===== src/rtl/opdec_pkg.sv =====
package opdec_pkg;
  localparam int INSTR_W = 16;
  localparam int SPEC_W  = 6;
  localparam int OP_W    = 3;

  typedef enum logic [OP_W-1:0] {
    OP_NONE = 3'd0,
    OP_CLR  = 3'd1,
    OP_COM  = 3'd2,
    OP_INC  = 3'd3,
    OP_ADD  = 3'd4
  } op_e;

  typedef struct packed {
    logic n;
    logic z;
    logic v;
    logic c;
  } flags_t;
endpackage


===== src/rtl/opdec_decode.sv =====
module opdec_decode
  import opdec_pkg::*;
(
  input  logic [INSTR_W-1:0] instr_i,
  output op_e                op_o,
  output logic               byte_o,
  output logic [SPEC_W-1:0]  src_spec_o,
  output logic [SPEC_W-1:0]  dst_spec_o,
  output logic               illegal_o
);
  op_e op_d;

  always_comb begin
    op_d = OP_NONE;
    // single-operand group: digit pattern x05ODD, O selects the operation
    if (instr_i[14:12] == 3'o0 && instr_i[11:9] == 3'o5) begin
      case (instr_i[8:6])
        3'o0:    op_d = OP_CLR;
        3'o1:    op_d = OP_COM;
        3'o2:    op_d = OP_INC;
        default: op_d = OP_NONE;
      endcase
    end else if (!instr_i[15] && instr_i[14:12] == 3'o6) begin
      op_d = OP_ADD;
    end
  end

  assign op_o       = op_d;
  assign illegal_o  = (op_d == OP_NONE);
  assign byte_o     = instr_i[15] && (op_d != OP_NONE) && (op_d != OP_ADD);
  assign src_spec_o = (op_d == OP_ADD) ? instr_i[11:6] : '0;
  assign dst_spec_o = instr_i[5:0];
endmodule


===== src/rtl/opdec_alu.sv =====
module opdec_alu
  import opdec_pkg::*;
#(
  parameter int DATA_W = 16
) (
  input  op_e               op_i,
  input  logic              byte_i,
  input  logic [DATA_W-1:0] src_i,
  input  logic [DATA_W-1:0] dst_i,
  output logic [DATA_W-1:0] result_o,
  output flags_t            flags_o,
  output logic              wr_o
);
  localparam int BW = DATA_W / 2;

  logic [DATA_W:0]   wsum;
  logic [DATA_W-1:0] wres;
  logic              wv, wc;
  logic [BW:0]       bsum;
  logic [BW-1:0]     bres;
  logic              bv, bc;

  always_comb begin
    wsum = {1'b0, src_i} + {1'b0, dst_i};
    wres = '0;
    wv   = 1'b0;
    wc   = 1'b0;
    case (op_i)
      OP_COM: begin wres = ~dst_i; wc = 1'b1; end
      OP_INC: begin
        wres = dst_i + 1'b1;
        wv   = (wres == {1'b1, {(DATA_W-1){1'b0}}});
      end
      OP_ADD: begin
        wres = wsum[DATA_W-1:0];
        wc   = wsum[DATA_W];
        wv   = (src_i[DATA_W-1] == dst_i[DATA_W-1]) && (wres[DATA_W-1] != dst_i[DATA_W-1]);
      end
      default: wres = '0;
    endcase
  end

  always_comb begin
    bsum = {1'b0, src_i[BW-1:0]} + {1'b0, dst_i[BW-1:0]};
    bres = '0;
    bv   = 1'b0;
    bc   = 1'b0;
    case (op_i)
      OP_COM: begin bres = ~dst_i[BW-1:0]; bc = 1'b1; end
      OP_INC: begin
        bres = dst_i[BW-1:0] + 1'b1;
        bv   = (bres == {1'b1, {(BW-1){1'b0}}});
      end
      OP_ADD: begin
        bres = bsum[BW-1:0];
        bc   = bsum[BW];
        bv   = (src_i[BW-1] == dst_i[BW-1]) && (bres[BW-1] != dst_i[BW-1]);
      end
      default: bres = '0;
    endcase
  end

  always_comb begin
    wr_o = (op_i != OP_NONE);
    if (!wr_o) begin
      result_o = '0;
      flags_o  = '0;
    end else if (byte_i) begin
      result_o = {dst_i[DATA_W-1:BW], bres};
      flags_o  = '{n: bres[BW-1], z: (bres == '0), v: bv, c: bc};
    end else begin
      result_o = wres;
      flags_o  = '{n: wres[DATA_W-1], z: (wres == '0), v: wv, c: wc};
    end
  end
endmodule


===== src/rtl/operand_unit.sv =====
module operand_unit
  import opdec_pkg::*;
#(
  parameter int DATA_W = 16
) (
  input  logic              clk_i,
  input  logic              rst_ni,
  input  logic              valid_i,
  input  logic [15:0]       instr_i,
  input  logic [DATA_W-1:0] src_val_i,
  input  logic [DATA_W-1:0] dst_val_i,
  output logic              valid_o,
  output logic [2:0]        op_o,
  output logic              byte_o,
  output logic [5:0]        src_spec_o,
  output logic [5:0]        dst_spec_o,
  output logic [DATA_W-1:0] result_o,
  output logic [3:0]        flags_o,
  output logic              wr_en_o,
  output logic              illegal_o
);
  localparam int BW = DATA_W / 2;

  op_e               dec_op;
  logic              dec_byte, dec_ill;
  logic [SPEC_W-1:0] dec_src, dec_dst;
  logic [DATA_W-1:0] alu_res;
  flags_t            alu_flags;
  logic              alu_wr;

  opdec_decode u_dec (
    .instr_i    (instr_i),
    .op_o       (dec_op),
    .byte_o     (dec_byte),
    .src_spec_o (dec_src),
    .dst_spec_o (dec_dst),
    .illegal_o  (dec_ill)
  );

  opdec_alu #(.DATA_W(DATA_W)) u_alu (
    .op_i     (dec_op),
    .byte_i   (dec_byte),
    .src_i    (src_val_i),
    .dst_i    (dst_val_i),
    .result_o (alu_res),
    .flags_o  (alu_flags),
    .wr_o     (alu_wr)
  );

  always_ff @(posedge clk_i or negedge rst_ni) begin
    if (!rst_ni) begin
      valid_o <= 1'b0; op_o <= '0; byte_o <= 1'b0;
      src_spec_o <= '0; dst_spec_o <= '0; result_o <= '0;
      flags_o <= '0; wr_en_o <= 1'b0; illegal_o <= 1'b0;
    end else if (valid_i) begin
      valid_o    <= 1'b1;
      op_o       <= dec_op;
      byte_o     <= dec_byte;
      src_spec_o <= dec_src;
      dst_spec_o <= dec_dst;
      result_o   <= alu_res;
      flags_o    <= alu_flags;
      wr_en_o    <= alu_wr;
      illegal_o  <= dec_ill;
    end else begin
      valid_o <= 1'b0; op_o <= '0; byte_o <= 1'b0;
      src_spec_o <= '0; dst_spec_o <= '0; result_o <= '0;
      flags_o <= '0; wr_en_o <= 1'b0; illegal_o <= 1'b0;
    end
  end

  a_r7_illegal_no_write: assert property (@(posedge clk_i) disable iff (!rst_ni)
    illegal_o |-> (!wr_en_o && result_o == '0 && flags_o == '0));
  a_r9_valid_follows: assert property (@(posedge clk_i) disable iff (!rst_ni)
    valid_i |=> valid_o);
  a_r9_idle_quiet: assert property (@(posedge clk_i) disable iff (!rst_ni)
    !valid_i |=> (!valid_o && !wr_en_o && !illegal_o));
  a_r9_one_outcome: assert property (@(posedge clk_i) disable iff (!rst_ni)
    valid_o |-> $onehot({illegal_o, wr_en_o}));
  a_r5_upper_pass: assert property (@(posedge clk_i) disable iff (!rst_ni)
    (valid_i && dec_byte) |=> (byte_o && result_o[DATA_W-1:BW] == $past(dst_val_i[DATA_W-1:BW])));
  a_r1_clear_zero: assert property (@(posedge clk_i) disable iff (!rst_ni)
    (valid_o && op_o == 3'd1) |-> (result_o[BW-1:0] == '0 && flags_o == 4'b0100));
  a_r4_add_word: assert property (@(posedge clk_i) disable iff (!rst_ni)
    (valid_o && op_o == 3'd4) |-> !byte_o);
endmodule


===== config.mk =====
export PLATFORM = sky130hd
export DESIGN_NAME = operand_unit
export DESIGN_NICKNAME = d
export VERILOG_FILES = /design/src/rtl/opdec_pkg.sv /design/src/rtl/opdec_decode.sv /design/src/rtl/opdec_alu.sv /design/src/rtl/operand_unit.sv
export SDC_FILE = /design/constraint.sdc
export NUM_CORES = 1
export LEC_CHECK = 0
export BUFFER_PORTS_ARGS = -buffer_cell sky130_fd_sc_hd__buf_4
export CELL_PAD_IN_SITES_DETAIL_PLACEMENT = 1
export CELL_PAD_IN_SITES_GLOBAL_PLACEMENT = 2
export CORE_MARGIN = 4
export CORE_UTILIZATION = 33
export DETAILED_ROUTE_END_ITERATION = 7
export PLACE_DENSITY_LB_ADDON = 0.08
export SETUP_SLACK_MARGIN = 0.1
export SLEW_MARGIN = 20
export SYNTH_ARGS = -nofsm -noshare
export SYNTH_HDL_FRONTEND = slang
export SYNTH_SLANG_ARGS = --single-unit

===== constraint.sdc =====
create_clock -name clk_i -period 0.8 [get_ports clk_i]
set_input_delay 0.04 -clock clk_i [delete_from_list [all_inputs] [get_ports clk_i]]
set_output_delay 0.04 -clock clk_i [all_outputs]
set_load 0.05 [all_outputs]

==> run_summary.xml <==
<?xml version="1.0" encoding="UTF-8"?>
<metrics>
  <group name="run_status">
    <metric name="status" unit="">finished, violations left</metric>
    <metric name="violated_checks" unit="">setup timing</metric>
  </group>
  <group name="clock_tree">
    <metric name="cts_inserted_buffers" unit="">5</metric>
    <metric name="h-tree-depth" unit="">2</metric>
    <metric name="tritoncts" unit="">built</metric>
    <metric name="cts.reportedPaths.clkPinSlew" unit="ns">0.09</metric>
    <metric name="clock-sinks" unit="">39</metric>
    <metric name="clk_root_buffer_cell" unit="">sky130_fd_sc_hd__clkbuf_8</metric>
    <metric name="clk_path_buf_depth" unit="">2</metric>
  </group>
  <group name="global_route">
    <metric name="globalRouteMet3Util" unit="%">3.047</metric>
    <metric name="gr-usage-met1" unit="%">30.31</metric>
    <metric name="via_count_of_the_first_global_routing_pass" unit="">3953</metric>
    <metric name="grt_pass1_wl" unit="mm">21.39</metric>
    <metric name="busiest_layer" unit="">met2</metric>
    <metric name="antenna_violations_before_repair" unit="">0</metric>
    <metric name="maximum_number_of_pins_on_one_net_before_global_route_repair" unit="">40</metric>
    <metric name="groute.usage.overall" unit="%">24.15</metric>
    <metric name="gr-usage-met2" unit="%">43.18</metric>
    <metric name="grt_overflow" unit="">0</metric>
  </group>
  <group name="routing">
    <metric name="avgViaCountPerCell" unit="">5.843</metric>
    <metric name="drtPass1Iterations" unit="">5</metric>
    <metric name="drt_wl_total" unit="mm">16.21</metric>
    <metric name="post-route-drc-count" unit="">0</metric>
    <metric name="wl_per_cell" unit="um">23.84</metric>
    <metric name="detail_route.iter0.violations" unit="">307</metric>
    <metric name="drt.antenna.violating_nets" unit="">0</metric>
    <metric name="detailroute.via_count" unit="">3973</metric>
  </group>
  <group name="synthesis">
    <metric name="synthesized_nets" unit="">417</metric>
    <metric name="synth_edf_count" unit="">0</metric>
    <metric name="synthArstFlopShare" unit="%">100.0</metric>
    <metric name="fraction_of_the_yosys_area_taken_by_sequential_cells" unit="%">32.20</metric>
    <metric name="postSynthAreaPerCell" unit="um2">8.733</metric>
    <metric name="netlist-cell-type-count" unit="">65</metric>
    <metric name="synth_flop_cell" unit="">sky130_fd_sc_hd__dfrtp_1</metric>
    <metric name="syn_area" unit="um2">3030</metric>
    <metric name="yosysWarnings" unit="">0</metric>
    <metric name="gate_count_after_technology_mapping" unit="">347</metric>
    <metric name="synth_seq_cells" unit="">39</metric>
  </group>
  <group name="timing">
    <metric name="clock.fmax" unit="MHz">486.5</metric>
    <metric name="grt_setup_unrepaired" unit="">true</metric>
    <metric name="worst_hold_slack_across_all_endpoints" unit="ns">0.005649</metric>
    <metric name="worst-slew-pin-transition" unit="ns">0.4263</metric>
    <metric name="hold_violation_total_from_the_final_report" unit="">0</metric>
    <metric name="finalCritPeriodShare" unit="%">257.0</metric>
    <metric name="maxSlewViolCount" unit="">0</metric>
    <metric name="layout_min_cycle_time" unit="ns">2.056</metric>
    <metric name="timing.max_slew.rel_slack" unit="%">71.48</metric>
    <metric name="setup_total_negative_slack" unit="ns">-25.72</metric>
    <metric name="final_worst_setup_slack" unit="ns">-1.256</metric>
    <metric name="final_setup_violation_count" unit="">71</metric>
  </group>
  <group name="floorplan">
    <metric name="design.portCount" unit="">90</metric>
    <metric name="starting_density_of_the_core" unit="%">34.25</metric>
    <metric name="die_height" unit="um">103.8</metric>
    <metric name="core_area" unit="um2">8848</metric>
    <metric name="floorplan.die_area" unit="um2">10780</metric>
    <metric name="fp.dieW" unit="um">103.8</metric>
    <metric name="core.rowCount" unit="">34</metric>
  </group>
  <group name="critical_path">
    <metric name="worst-endpoint-required" unit="ns">1.03</metric>
    <metric name="timing.setup.critical_path_class" unit="">in2reg</metric>
    <metric name="worstPathCellList" unit="">buf_6, buf_6, ha_4, a211oi_4, o21ai_2, a31oi_4, o21ai_2, a221o_1, xor2_2, a21oi_2, nand4_1, a21oi_2</metric>
    <metric name="slowest_stage" unit="">sky130_fd_sc_hd__a221o_1</metric>
    <metric name="cp_max_fo" unit="">3</metric>
    <metric name="critical_path.endpoint_type" unit="">register</metric>
    <metric name="critical_path.startpoint_type" unit="">input port</metric>
    <metric name="critPathMaxStageDelay" unit="ns">0.35</metric>
    <metric name="data_arrival_at_the_endpoint_of_the_critical_path" unit="ns">2.29</metric>
  </group>
  <group name="min_path">
    <metric name="holdCritPathClass" unit="">in2reg</metric>
  </group>
  <group name="run">
    <metric name="cap_viol_max_count" unit="">0</metric>
  </group>
  <group name="layout">
    <metric name="nets" unit="">641</metric>
    <metric name="antennaDiodeCount" unit="">0</metric>
    <metric name="post_route_cells_drive_above_1_share" unit="%">58.92</metric>
    <metric name="final_util" unit="%">66.63</metric>
    <metric name="finalNonFillerCells" unit="">680</metric>
    <metric name="synthToLayoutAreaGrowth" unit="%">94.55</metric>
  </group>
  <group name="place">
    <metric name="place_inst" unit="">635</metric>
    <metric name="gp_congestion" unit="">0.8091</metric>
    <metric name="io_buffers" unit="">89</metric>
    <metric name="place_hpwl" unit="mm">8.809</metric>
  </group>
  <group name="power">
    <metric name="leakage" unit="nW">2.730</metric>
    <metric name="cellPowerDensity" unit="nW/um2">1017</metric>
    <metric name="ir_drop" unit="mV">0.6953</metric>
  </group>
</metrics>
==> cells by family after synthesis <==
logic type,count (synthesis),synth area share (%)
mux,1,0.3303
buf+inv,29,4.418
xor+xnor,16,4.624
compound gates,105,23.70
simple gates,138,26.63
fa+ha+maj,19,8.093
flops,39,32.20
==> worst max-delay path: cells and delay by family <==
family	cells	cell delay, ns
XOR/XNOR	1	0.18
adder cells (fa/ha/maj)	1	0.22
AO/OA/AOI/OAI	7	1.49
buffers and inverters	2	0.21
AND/OR/NAND/NOR	1	0.14
==> stage by stage <==
step	cell area, um2	worst slack [ns]	power, mW
floorplan	3291	-1.106	3.008
global placement	4805	-1.505	3.905
detailed placement	4805	-1.563	3.952
CTS	5502	-1.186	5.608
global route	5896	-1.377	6.296
finish	5896	-1.256	5.994
==> layout make-up <==
cell class                 count  area [um2]
tap                          108       135.1
sequential                    39       975.9
clock buffer                   8       100.1
timing repair buffer         236        2100
inverter                       9       41.29
fill                         955        2953
multi-input combinational    280        2544
==> layout by cell type, fill, tap and decap left out, types with 4 or more instances in the layout <==
cell / n
sky130_fd_sc_hd__ha_4: 8
sky130_fd_sc_hd__buf_4: 156
sky130_fd_sc_hd__clkbuf_8: 7
sky130_fd_sc_hd__ha_1: 9
sky130_fd_sc_hd__and3_4: 4
sky130_fd_sc_hd__a211oi_2: 8
sky130_fd_sc_hd__nor2_1: 32
sky130_fd_sc_hd__o21a_1: 6
sky130_fd_sc_hd__buf_8: 5
sky130_fd_sc_hd__xor2_1: 4
sky130_fd_sc_hd__xnor2_2: 4
sky130_fd_sc_hd__o21ai_2: 5
sky130_fd_sc_hd__and2_1: 8
sky130_fd_sc_hd__nor3_1: 5
sky130_fd_sc_hd__o21ai_0: 7
sky130_fd_sc_hd__o21ai_1: 4
sky130_fd_sc_hd__o211ai_1: 4
sky130_fd_sc_hd__nand3b_1: 5
sky130_fd_sc_hd__xnor2_1: 7
sky130_fd_sc_hd__a21oi_2: 11
sky130_fd_sc_hd__a21oi_1: 17
sky130_fd_sc_hd__and3_1: 9
sky130_fd_sc_hd__and2_4: 4
sky130_fd_sc_hd__nand2_1: 12
sky130_fd_sc_hd__nand4_1: 4
sky130_fd_sc_hd__inv_1: 6
sky130_fd_sc_hd__dfrtp_1: 39
sky130_fd_sc_hd__dlygate4sd3_1: 8
sky130_fd_sc_hd__buf_6: 64
sky130_fd_sc_hd__nand3_1: 13
==> repair_timing <==
item,CTS,global route
hold buffers,9,0
cloned,1,0
pin swaps,22,35
gates resized for setup,99,59
hold endpoints to repair,47,0
endpoints found under the setup margin,71,97
buffers inserted,17,17
==> cells in the mapped netlist (all sizes together) (10+ instances only) <==
cell type	instances	share of area, %
dfrtp	39	32
nor2	39	5.5
a21oi	31	5.2
ha	18	7.4
nand3	16	2.8
o21ai	16	2.8
nand2	15	1.9
and3	13	2.8
a211oi	12	3.3
and2	12	2.5
xnor2	11	3.2
buf	10	2.1
clkbuf	10	1.2
nor3	10	2.4
==> report_power, final <==
group	internal [mW]	leakage [nW]	switching (mW)	total (mW)
sequential	2.00	0.533	0.0183	2.02
clock	0.789	0.0515	0.745	1.53
combinational	1.20	2.14	1.24	2.44
==> metal layers <==
metal | vias to the layer above | routed length (um)
met5 | - | 0
met2 | 230 | 8358
met1 | 1967 | 6362
met3 | 48 | 984
li1 | 1728 | -
met4 | 0 | 508
==> worst paths after layout <==
kind,startpoint,endpoint,slack [ns],depth (start not counted)
worst max-delay path,src_val_i[1],flags_o[2],-1.26,12
worst min-delay path,instr_i[8],src_spec_o[2],0.006,2
max in group asynchronous,rst_ni,src_spec_o[5],0.26,2
min in group asynchronous,rst_ni,result_o[5],0.23,2
==> flip-flops by register name (all words and copies together), names as in the netlist <==
signal and count:
src_spec_o 6, flags_o 4, byte_o 1, valid_o 1, illegal_o 1, op_o 3, wr_en_o 1, dst_spec_o 6
result_o 16
No activity file was read; power rests on OpenSTA's default activity.
